File: src/rtl/setup_rx_pkg.sv
`timescale 1ns/1ps
package setup_rx_pkg;

    typedef enum logic [2:0] {
        ST_IDLE,
        ST_RECV,
        ST_FULL,
        ST_OVERRUN,
        ST_DISCARD
    } rx_state_e;

    typedef struct packed {
        logic overrun;
        logic stuff;
        logic crc;
    } rx_status_t;

endpackage

File: src/rtl/desc_ring_table.sv
`timescale 1ns/1ps
module desc_ring_table
    import setup_rx_pkg::*;
#(
    parameter int NUM_DESC = 4,
    parameter int IDX_W    = 2,
    parameter int CNT_W    = 4
) (
    input  logic                 clk,
    input  logic                 rst_n,
    input  logic                 arm_we,
    input  logic [IDX_W-1:0]     arm_idx,
    input  logic                 arm_ie,
    input  logic                 close_we,
    input  logic [IDX_W-1:0]     close_idx,
    input  logic [CNT_W-1:0]     close_cnt,
    input  logic                 stat_we,
    input  logic [IDX_W-1:0]     stat_idx,
    input  rx_status_t           stat_val,
    input  logic [IDX_W-1:0]     rd_idx,
    output logic [NUM_DESC-1:0]  empty_vec,
    output logic [NUM_DESC-1:0]  ie_vec,
    output logic                 rd_empty,
    output logic                 rd_ie,
    output logic [CNT_W-1:0]     rd_cnt,
    output rx_status_t           rd_stat
);

    logic [CNT_W-1:0] cnt_arr  [NUM_DESC];
    rx_status_t       stat_arr [NUM_DESC];

    for (genvar i = 0; i < NUM_DESC; i++) begin : g_desc
        localparam logic [IDX_W-1:0] MY = IDX_W'(i);
        logic             e_q;
        logic             ie_q;
        logic [CNT_W-1:0] c_q;
        rx_status_t       s_q;
        logic             hit_close;
        logic             hit_stat;
        logic             hit_arm;

        assign hit_close = close_we && (close_idx == MY);
        assign hit_stat  = stat_we  && (stat_idx  == MY);
        assign hit_arm   = arm_we   && (arm_idx   == MY);

        always_ff @(posedge clk) begin
            if (!rst_n) begin
                e_q  <= 1'b0;
                ie_q <= 1'b0;
                c_q  <= '0;
                s_q  <= '0;
            end else if (hit_arm && !hit_close && !hit_stat) begin
                e_q  <= 1'b1;
                ie_q <= arm_ie;
                c_q  <= '0;
                s_q  <= '0;
            end else begin
                if (hit_close) begin
                    e_q <= 1'b0;
                    c_q <= close_cnt;
                end
                if (hit_stat) begin
                    s_q <= stat_val;
                end
            end
        end

        assign empty_vec[i] = e_q;
        assign ie_vec[i]    = ie_q;
        assign cnt_arr[i]   = c_q;
        assign stat_arr[i]  = s_q;
    end

    assign rd_empty = empty_vec[rd_idx];
    assign rd_ie    = ie_vec[rd_idx];
    assign rd_cnt   = cnt_arr[rd_idx];
    assign rd_stat  = stat_arr[rd_idx];

endmodule

File: src/rtl/rx_byte_store.sv
`timescale 1ns/1ps
module rx_byte_store #(
    parameter int DEPTH  = 32,
    parameter int ADDR_W = 5
) (
    input  logic              clk,
    input  logic              we,
    input  logic [ADDR_W-1:0] waddr,
    input  logic [7:0]        wdata,
    input  logic [ADDR_W-1:0] raddr,
    output logic [7:0]        rdata
);

    logic [7:0] mem [DEPTH];

    always_ff @(posedge clk) begin
        if (we) begin
            mem[waddr] <= wdata;
        end
    end

    assign rdata = mem[raddr];

endmodule

File: src/rtl/setup_rx_ctl.sv
`timescale 1ns/1ps
module setup_rx_ctl
    import setup_rx_pkg::*;
#(
    parameter int NUM_DESC = 4,
    parameter int BUF_LEN  = 8,
    parameter int IDX_W    = 2,
    parameter int CNT_W    = 4,
    parameter int ADDR_W   = 5
) (
    input  logic                clk,
    input  logic                rst_n,
    input  logic                tok_setup,
    input  logic                ep_is_ctrl,
    input  logic                rx_valid,
    input  logic [7:0]          rx_byte,
    input  logic                rx_eop,
    input  logic                crc_err,
    input  logic                stuff_err,
    input  logic [NUM_DESC-1:0] empty_vec,
    input  logic [NUM_DESC-1:0] ie_vec,
    output logic                mem_we,
    output logic [ADDR_W-1:0]   mem_addr,
    output logic [7:0]          mem_data,
    output logic                close_we,
    output logic [IDX_W-1:0]    close_idx,
    output logic [CNT_W-1:0]    close_cnt,
    output logic                stat_we,
    output logic [IDX_W-1:0]    stat_idx,
    output rx_status_t          stat_val,
    output logic                hs_ack,
    output logic                hs_silent,
    output logic                irq,
    output logic                busy,
    output rx_state_e           state_o
);

    localparam logic [CNT_W-1:0] CNT_LAST = CNT_W'(BUF_LEN - 1);
    localparam logic [CNT_W-1:0] CNT_FULL = CNT_W'(BUF_LEN);
    localparam logic [IDX_W-1:0] IDX_TOP  = IDX_W'(NUM_DESC - 1);

    rx_state_e        state, state_d;
    logic [IDX_W-1:0] cur, cur_d, nxt;
    logic [CNT_W-1:0] cnt, cnt_d;
    logic             ack_d, silent_d, irq_d, busy_d;
    logic             fin;
    rx_status_t       fin_err;
    logic [ADDR_W-1:0] base_cur, base_nxt;

    assign nxt      = (cur == IDX_TOP) ? '0 : cur + IDX_W'(1);
    assign base_cur = ADDR_W'(int'(cur) * BUF_LEN);
    assign base_nxt = ADDR_W'(int'(nxt) * BUF_LEN);
    assign mem_data = rx_byte;
    assign state_o  = state;

    // State register
    always_ff @(posedge clk) begin
        if (!rst_n) begin
            state <= ST_IDLE;
            cur   <= '0;
            cnt   <= '0;
        end else begin
            state <= state_d;
            cur   <= cur_d;
            cnt   <= cnt_d;
        end
    end

    // Next state and descriptor/buffer strobes
    always_comb begin
        state_d   = state;
        cur_d     = cur;
        cnt_d     = cnt;
        mem_we    = 1'b0;
        mem_addr  = base_cur + ADDR_W'(cnt);
        close_we  = 1'b0;
        close_idx = cur;
        close_cnt = cnt;
        stat_we   = 1'b0;
        stat_idx  = cur;
        stat_val  = '0;
        ack_d     = 1'b0;
        silent_d  = 1'b0;
        irq_d     = 1'b0;
        busy_d    = 1'b0;
        fin       = 1'b0;
        fin_err   = '{overrun: 1'b0, stuff: stuff_err, crc: crc_err};

        unique case (state)
            ST_IDLE: begin
                if (tok_setup && ep_is_ctrl) begin
                    if (empty_vec[cur]) begin
                        state_d = ST_RECV;
                        cnt_d   = '0;
                    end else begin
                        busy_d  = 1'b1;
                        state_d = ST_DISCARD;
                    end
                end
            end
            ST_RECV: begin
                if (rx_valid) begin
                    mem_we = 1'b1;
                    cnt_d  = cnt + CNT_W'(1);
                    if (cnt == CNT_LAST) begin
                        close_we  = 1'b1;
                        close_cnt = CNT_FULL;
                        irq_d     = ie_vec[cur];
                        state_d   = ST_FULL;
                    end
                end else if (rx_eop) begin
                    close_we = 1'b1;
                    irq_d    = ie_vec[cur];
                    fin      = 1'b1;
                end
            end
            ST_FULL: begin
                if (rx_valid) begin
                    if (empty_vec[nxt]) begin
                        mem_we   = 1'b1;
                        mem_addr = base_nxt;
                        cur_d    = nxt;
                        cnt_d    = CNT_W'(1);
                        state_d  = ST_RECV;
                    end else begin
                        state_d = ST_OVERRUN;
                    end
                end else if (rx_eop) begin
                    fin = 1'b1;
                end
            end
            ST_OVERRUN: begin
                if (rx_eop) begin
                    fin_err.overrun = 1'b1;
                    fin             = 1'b1;
                end
            end
            ST_DISCARD: begin
                if (rx_eop) begin
                    silent_d = 1'b1;
                    state_d  = ST_IDLE;
                end
            end
            default: state_d = ST_IDLE;
        endcase

        if (fin) begin
            if (fin_err.overrun || fin_err.stuff || fin_err.crc) begin
                stat_we  = 1'b1;
                stat_val = fin_err;
                silent_d = 1'b1;
            end else begin
                ack_d = 1'b1;
            end
            cur_d   = nxt;
            state_d = ST_IDLE;
        end
    end

    // Registered output pulses
    always_ff @(posedge clk) begin
        if (!rst_n) begin
            hs_ack    <= 1'b0;
            hs_silent <= 1'b0;
            irq       <= 1'b0;
            busy      <= 1'b0;
        end else begin
            hs_ack    <= ack_d;
            hs_silent <= silent_d;
            irq       <= irq_d;
            busy      <= busy_d;
        end
    end

endmodule

File: src/rtl/setup_rx_ring.sv
`timescale 1ns/1ps
module setup_rx_ring
    import setup_rx_pkg::*;
#(
    parameter  int NUM_DESC = 4,
    parameter  int BUF_LEN  = 8,
    localparam int IDX_W    = (NUM_DESC > 1) ? $clog2(NUM_DESC) : 1,
    localparam int CNT_W    = $clog2(BUF_LEN + 1),
    localparam int DEPTH    = NUM_DESC * BUF_LEN,
    localparam int ADDR_W   = (DEPTH > 1) ? $clog2(DEPTH) : 1
) (
    input  logic              clk,
    input  logic              rst_n,
    input  logic              tok_setup,
    input  logic              ep_is_ctrl,
    input  logic              rx_valid,
    input  logic [7:0]        rx_byte,
    input  logic              rx_eop,
    input  logic              crc_err,
    input  logic              stuff_err,
    input  logic              arm_we,
    input  logic [IDX_W-1:0]  arm_idx,
    input  logic              arm_ie,
    input  logic [IDX_W-1:0]  rd_idx,
    output logic              rd_empty,
    output logic              rd_irq_en,
    output logic [CNT_W-1:0]  rd_count,
    output logic [2:0]        rd_status,
    input  logic [ADDR_W-1:0] rd_addr,
    output logic [7:0]        rd_data,
    output logic              hs_ack,
    output logic              hs_silent,
    output logic              irq,
    output logic              busy
);

    logic [NUM_DESC-1:0] empty_vec, ie_vec;
    logic                mem_we;
    logic [ADDR_W-1:0]   mem_addr;
    logic [7:0]          mem_data;
    logic                close_we, stat_we;
    logic [IDX_W-1:0]    close_idx, stat_idx;
    logic [CNT_W-1:0]    close_cnt;
    rx_status_t          stat_val, rd_stat;
    rx_state_e           ctl_state;

    setup_rx_ctl #(
        .NUM_DESC(NUM_DESC), .BUF_LEN(BUF_LEN),
        .IDX_W(IDX_W), .CNT_W(CNT_W), .ADDR_W(ADDR_W)
    ) u_ctl (
        .clk(clk), .rst_n(rst_n),
        .tok_setup(tok_setup), .ep_is_ctrl(ep_is_ctrl),
        .rx_valid(rx_valid), .rx_byte(rx_byte), .rx_eop(rx_eop),
        .crc_err(crc_err), .stuff_err(stuff_err),
        .empty_vec(empty_vec), .ie_vec(ie_vec),
        .mem_we(mem_we), .mem_addr(mem_addr), .mem_data(mem_data),
        .close_we(close_we), .close_idx(close_idx), .close_cnt(close_cnt),
        .stat_we(stat_we), .stat_idx(stat_idx), .stat_val(stat_val),
        .hs_ack(hs_ack), .hs_silent(hs_silent), .irq(irq), .busy(busy),
        .state_o(ctl_state)
    );

    desc_ring_table #(
        .NUM_DESC(NUM_DESC), .IDX_W(IDX_W), .CNT_W(CNT_W)
    ) u_tab (
        .clk(clk), .rst_n(rst_n),
        .arm_we(arm_we), .arm_idx(arm_idx), .arm_ie(arm_ie),
        .close_we(close_we), .close_idx(close_idx), .close_cnt(close_cnt),
        .stat_we(stat_we), .stat_idx(stat_idx), .stat_val(stat_val),
        .rd_idx(rd_idx),
        .empty_vec(empty_vec), .ie_vec(ie_vec),
        .rd_empty(rd_empty), .rd_ie(rd_irq_en), .rd_cnt(rd_count),
        .rd_stat(rd_stat)
    );

    rx_byte_store #(
        .DEPTH(DEPTH), .ADDR_W(ADDR_W)
    ) u_buf (
        .clk(clk), .we(mem_we), .waddr(mem_addr), .wdata(mem_data),
        .raddr(rd_addr), .rdata(rd_data)
    );

    assign rd_status = rd_stat;

endmodule

File: config.mk
export PLATFORM = sky130hd
export DESIGN_NAME = setup_rx_ring
export DESIGN_NICKNAME = d
export VERILOG_FILES = /design/src/rtl/setup_rx_pkg.sv /design/src/rtl/desc_ring_table.sv /design/src/rtl/rx_byte_store.sv /design/src/rtl/setup_rx_ctl.sv /design/src/rtl/setup_rx_ring.sv
export SDC_FILE = /design/constraint.sdc
export NUM_CORES = 1
export LEC_CHECK = 0
export ABC_AREA = 0
export BUFFER_PORTS_ARGS = -buffer_cell sky130_fd_sc_hd__buf_2
export CORE_MARGIN = 5
export CORE_UTILIZATION = 60
export CTS_CLUSTER_DIAMETER = 150
export DETAILED_ROUTE_END_ITERATION = 7
export PLACE_DENSITY = 0.78
export SETUP_SLACK_MARGIN = 0.05
export SLEW_MARGIN = 20
export SYNTH_ARGS = -nofsm -noshare
export SYNTH_HDL_FRONTEND = slang
export SYNTH_HIERARCHICAL = 1
export SYNTH_SLANG_ARGS = --single-unit
File: constraint.sdc
create_clock -name clk -period 4.2 [get_ports clk]
set_clock_uncertainty 0.2 [all_clocks]
set_input_delay 0.21 -clock clk [delete_from_list [all_inputs] [get_ports clk]]
set_output_delay 0.21 -clock clk [all_outputs]
set_load 0.01 [all_outputs]
### Yosys cells after proc, flatten, opt, wreduce, memory -nomap -nowiden

Memory sizes are Yosys's and may differ from the RTL's.
Cells that the tools add are included.

* $add $sub $neg: 3
* order comparisons: 4
* equality and inequality tests: 18
* multiplexer cells: 74
* bitwise gates (word level): 3
* reduce and logical (&&, ||, !) cells: 54

Operators with widths (number)
* 4-bit two-way mux: 10
* 1-bit two-way mux: 34
* 3-bit two-way mux: 10
* 1-bit logical AND: 21
* 5-bit two-way mux: 3
* 3-bit one-hot mux with 5 select lines: 1
* 2-bit nonzero test: 7
* 2-bit two-way mux: 6
* 4-bit one-hot mux with 3 select lines: 1
* 6-bit AND reduction: 2
* 2-bit OR reduction: 6
* 1-bit binary-select mux with 2-bit select: 5
* 2-bit by 3-bit < comparator with 1-bit output (second input constant): 3
* 4-bit binary-select mux with 2-bit select: 1
* 2-bit equality test (second input constant): 4
* 1-bit zero test: 8
* 2-bit by 1-bit inequality test with 1-bit output (second input constant): 4
* 3-bit binary-select mux with 2-bit select: 1
* 3-bit by 2-bit equality test with 1-bit output (second input constant): 2
* 2-bit inequality test (second input constant): 3
* 3-bit AND reduction: 2
* 5-bit by 4-bit adder with 5-bit output: 1
* 4-bit by 1-bit adder with 4-bit output (second input constant): 1
* 2-bit by 1-bit equality test with 1-bit output (second input constant): 2
* other kinds (13): 18

* bits in registers: 49
* bits in writable memories: 256
* bits of input ports: 27
* output and inout port bits: 21
* word-level logic and storage cells: 188
* memories: 1

Memories
* u_buf.mem: words 32, bits a word 8, rd ports 1, clocked after Yosys merged registers in 0, write ports 1, RTL line rx_byte_store.sv:14 `logic [7:0] mem [DEPTH];`

### Logic depth before layout (Yosys ltp)

* depth after elaboration: 10
* depth in mapped cells: 9
* gate-level depth less buffers: 7

### By module

Netlist, hierarchy kept.

By module, submodules not included
* rx_byte_store: times used 1, cells an instance 409, area an instance 9893.2 µm²
* desc_ring_table: times used 1, cells an instance 175, area an instance 1845.5 µm²
* setup_rx_ctl: times used 1, cells an instance 123, area an instance 1076.0 µm²

### Least setup slack after synthesis

OpenSTA, ideal clock, no wires.

* path type: reg-to-reg
* start: register u_ctl.cur[0], in the netlist u_ctl/close_idx[0]
* end: memory u_buf.mem[17][0], enable pin
* arrival: 2.674 ns
* data required time: 3.630 ns
* slack: 0.955 ns
* cell stages (with the launch flop): 7
* buffers on the path: 0
* path through: dfxtp_1 > ha_1 > mux4_2 > and2_4 > mux2_2 > or3b_2 > nor2_1

RTL lines
* from (decl): RTL line setup_rx_ctl.sv:43 `logic [IDX_W-1:0] cur, cur_d, nxt;`
* from (signal assigned): RTL line setup_rx_ctl.sv:64 `cur <= cur_d;`
* 2-bit by 1-bit adder with 2-bit output or 2-bit equality test (tied branches): RTL line setup_rx_ctl.sv:50 `assign nxt = (cur == IDX_TOP) ? '0 : cur + IDX_W'(1);`
* 2-bit two-way mux (*): RTL line setup_rx_ctl.sv:50
* named net u_ctl.base_nxt[4]: RTL line setup_rx_ctl.sv:48 `logic [ADDR_W-1:0] base_cur, base_nxt;`
* 1-bit binary-select mux with 2-bit select (*): RTL line setup_rx_ctl.sv:119 `if (empty_vec[nxt]) begin`
* 1-bit two-way mux (implied by the code) (*): RTL line setup_rx_ctl.sv:119
* 5-bit two-way mux (*): RTL line setup_rx_ctl.sv:119
* 5-bit two-way mux (*): RTL line setup_rx_ctl.sv:118 `if (rx_valid) begin`
* 5-bit two-way mux (*): RTL line setup_rx_ctl.sv:89 `unique case (state)`
* named net mem_addr[3]: RTL line setup_rx_ring.sv:39 `logic [ADDR_W-1:0] mem_addr;`
* to (decl): RTL line rx_byte_store.sv:14

The timed path passes the listed nets; every way through them passes the cells marked *. The select of a mux whose other input is x is not followed.

### Worst setup path in the final report

* start: register u_ctl.cur[0], in the netlist u_ctl/close_idx[0]
* end: memory u_buf.mem[17][6], enable pin

Same word-level chain as after synthesis.

==> impl_metrics.json <==
{
  "rsz0062_at_grt": "false",
  "worst_slew_pin_slew_ns": 0.840,
  "synth_cell_types": 56,
  "syn_area_um2": 12800,
  "die_y_um": 156,
  "reg2reg_to": "u_buf/mem[17][6]$_DFFE_PP_",
  "detail-route-antenna-nets": 0,
  "synthArstFlopShare": 0,
  "fin_crit_sh": 0.815,
  "synthCells": 707,
  "tns_ns": 0,
  "synth_seq_area_share": 0.676,
  "grt_pass1_wl_um": 44000,
  "place_inst": 983,
  "drtIter0Drc": 656,
  "vias": 6926,
  "crit_arrival_ns": 3.40,
  "ys.flop_type": "edfxtp_1",
  "fin_nets": 780,
  "htree_levels": 1,
  "cts-root-buf": "clkbuf_16",
  "cts_tree": "built",
  "hp-class": "input port to register",
  "status": "completed",
  "area_delta_synth_final_pct": 11.0,
  "wl_per_cell_um": 27.3,
  "cp_cell_sequence": "ha_1 > mux4_2 > and2_4 > mux2_2 > or3b_2 > nor2_1",
  "vias_per_cell": 6.62,
  "route.detailed.drc": 0,
  "die-area_um2": 24400,
  "fin_crit_ns": 3.42,
  "setup_violations": 0,
  "max_slew_margin": 0.438,
  "crit_type": "register to register",
  "critPathTopFamily": "simple AND/OR/NAND/NOR gates",
  "grt_use_total": 0.241,
  "clk_pin_slew_worst_paths_ns": 0.06,
  "regArea_um2": 8670,
  "port_buffers": 47,
  "cts_buffers": 30,
  "dp_hpwl_um": 17400,
  "critPathLaunchType": "register",
  "ios": 48,
  "initial_utilization": 0.610,
  "worst_ir_drop_vdd_mv": 0.326,
  "antenna_found_initial": 2,
  "multiInputGateArea_um2": 3780,
  "first_pass_iters": 4,
  "total_leakage_power_uw": 0.00461,
  "yosys_warnings": 6,
  "drive_above_1_share": 0.291,
  "fin_cells": 1046,
  "slowest_delay_ns": 0.55,
  "cp.buffers_inverters": 0,
  "ys_ff_latch": 305,
  "synth-edff-count": 256,
  "grt_pass1_vias": 7086,
  "drt_wl_total_um": 28600,
  "endpoint_kind": "register",
  "coreArea_um2": 21000,
  "finalWeightedCongestion": 0.853,
  "slowest_stage": "mux4_2",
  "power_density_nw_per_um2": 438,
  "grt_max_degree": 65,
  "fill_cells": 1294,
  "overflow": 0,
  "r2r_start": "u_ctl/close_idx[0]$_SDFFE_PN0P_",
  "timing.fmax_mhz": 292,
  "die_x_um": 156,
  "cp_max_fo": 8,
  "cts_sinks": 305,
  "min_to": "u_buf/mem[31][6]$_DFFE_PP_",
  "maxCapViolCount": 0,
  "holdPathStages": 1,
  "synth_fp_nets": 737,
  "cts_buffer_depth": 3,
  "rrSetupSlack_ns": 0.78,
  "syn_avg_cell_area_um2": 18.1,
  "worstPathRequired_ns": 4.18,
  "clk_latency_ns": 0.55,
  "reg2reg_depth": 6,
  "hp-start": "rx_byte[6]",
  "cp-startpoint": "u_ctl/close_idx[0]$_SDFFE_PN0P_",
  "maxSlewViolCount": 0,
  "core.rowCount": 53,
  "n_antenna_cell": 0,
  "finalHoldViolCount": 0
}
==> per-stage QoR <==
stage / setup WS [ns] / hold WS [ns] / area [µm²] / power (µW) / utilization
2_1_floorplan: 0.955 / 0.142 / 12800 / 3570 / -
3_3_place_gp: 0.900 / 0.269 / 13200 / 3650 / 0.626
3_5_place_dp: 0.810 / 0.271 / 13200 / 3660 / 0.626
4_1_cts: 0.804 / 0.0187 / 14200 / 6270 / 0.677
5_1_grt: 0.712 / 0.0644 / 14200 / 6430 / 0.677
6_report: 0.779 / 0.0448 / 14200 / 6230 / 0.677
==> timing repair <==
item                                   in CTS  in global routing
endpoints found under the hold margin      21                  0
buffers inserted                            0                  0
gates resized for setup                     0                  0
hold buffers                               10                  0
==> synth_stat cells, types with 2 or more instances <==
master | instances | area, µm²
buf_2 | 10 | 50.1
nor3_1 | 5 | 25.0
buf_6 | 2 | 22.5
and3b_1 | 4 | 35.0
mux2_2 | 9 | 101
nand3_1 | 9 | 45.0
nor2_1 | 58 | 218
dfxtp_1 | 49 | 981
o311ai_1 | 2 | 17.5
mux2i_1 | 18 | 180
buf_1 | 6 | 22.5
inv_1 | 4 | 15.0
nor2b_1 | 6 | 37.5
nand3b_1 | 11 | 82.6
mux4_2 | 92 | 2070
o21ai_0 | 3 | 15.0
or3b_2 | 4 | 35.0
o31ai_2 | 2 | 25.0
nand2_1 | 27 | 101
o41ai_1 | 3 | 26.3
a21boi_0 | 16 | 120
buf_4 | 29 | 218
ha_1 | 3 | 37.5
a21boi_1 | 3 | 22.5
a31oi_4 | 2 | 42.5
edfxtp_1 | 256 | 7690
clkbuf_1 | 10 | 37.5
or3_1 | 3 | 18.8
o211a_1 | 4 | 40.0
o211ai_1 | 18 | 135
or3b_1 | 2 | 17.5
a21oi_1 | 4 | 20.0
and2_1 | 5 | 31.3
and3_1 | 6 | 37.5
==> power breakdown <==
part           internal (µW)  switching [µW]
Clock                   1530            1100
Sequential              3280            9.95
Combinational            136             175
==> worst register-to-register path, cell delays in order (launching register included) <==
cell	delay (ns)
dfxtp_1	0.31
ha_1	0.34
mux4_2	0.55
and2_4	0.19
mux2_2	0.37
or3b_2	0.55
nor2_1	0.56
==> layout by cell type (no fill, tap or decap), types with 4 or more instances in the layout <==
cell / Yosys / routed
mux2_2: 9 / 9
dlygate4sd3_1: 0 / 10
nand3_1: 9 / 9
clkinv_2: 0 / 7
clkbuf_16: 0 / 31
nor3_1: 5 / 5
mux2i_1: 18 / 18
buf_2: 10 / 46
a21boi_0: 16 / 16
edfxtp_1: 256 / 256
nand3b_1: 11 / 11
o211ai_1: 18 / 18
and3b_1: 4 / 4
dfxtp_1: 49 / 49
o211a_1: 4 / 4
nand2_1: 27 / 27
nor2_1: 58 / 58
clkbuf_1: 10 / 4
inv_1: 4 / 4
and2_1: 5 / 5
buf_4: 29 / 10
and3_1: 6 / 6
mux4_2: 92 / 92
or3b_2: 4 / 4
a21oi_1: 4 / 4
nor2b_1: 6 / 6
==> final cells by class <==
class | instances | area share
Sequential cell | 305 | 0.609
Multi-Input combinational cell | 341 | 0.266
Clock buffer | 35 | 0.0556
Timing Repair Buffer | 68 | 0.0313
Tap cell | 275 | 0.0242
Clock inverter | 18 | 0.0126
Inverter | 4 | 0.00106
==> worst max path at each step <==
stage | end | depth (start not counted) | slack [ns]
after CTS | u_buf/mem[17][6]$_DFFE_PP_ | 6 | 0.80
after detailed placement | u_buf/mem[10][5]$_DFFE_PP_ | 6 | 0.81
after floorplan | u_buf/mem[17][0]$_DFFE_PP_ | 6 | 0.96
final | u_buf/mem[17][6]$_DFFE_PP_ | 6 | 0.78
after global routing | u_buf/mem[30][5]$_DFFE_PP_ | 6 | 0.71
after global placement | u_buf/mem[17][1]$_DFFE_PP_ | 6 | 0.90
==> sequential cells by signal (all words and copies together) (netlist names) <==
name and count:
u_ctl/irq 1, u_tab/g_desc.ie_q 4, u_ctl/hs_silent 1, u_buf/mem 256, u_ctl/state_o 3, u_ctl/hs_ack 1
u_tab/g_desc.c_q 16, u_tab/g_desc.e_q 4, u_tab/g_desc.s_q 12, u_ctl/busy 1, u_ctl/close_idx 2, u_ctl/cnt 4
==> routing by layer <==
layer  part of all wire  GRT usage
met5            0.00087          0
met4              0.023     0.0612
met3              0.098     0.0469
met2               0.50      0.405
met1               0.37      0.332
==> logic make-up (layout without fill, tap and decap cells) <==
family          count (synthesis)  in the layout  synth area share
simple gates                  150            150            0.0613
buf+inv                        61            125            0.0285
fa+ha+maj                       4              4           0.00371
xor+xnor                        1              1          0.000684
mux                           119            119             0.184
compound gates                 67             67            0.0457
flops                         305            305             0.676
(Power assumes the default switching activity.)
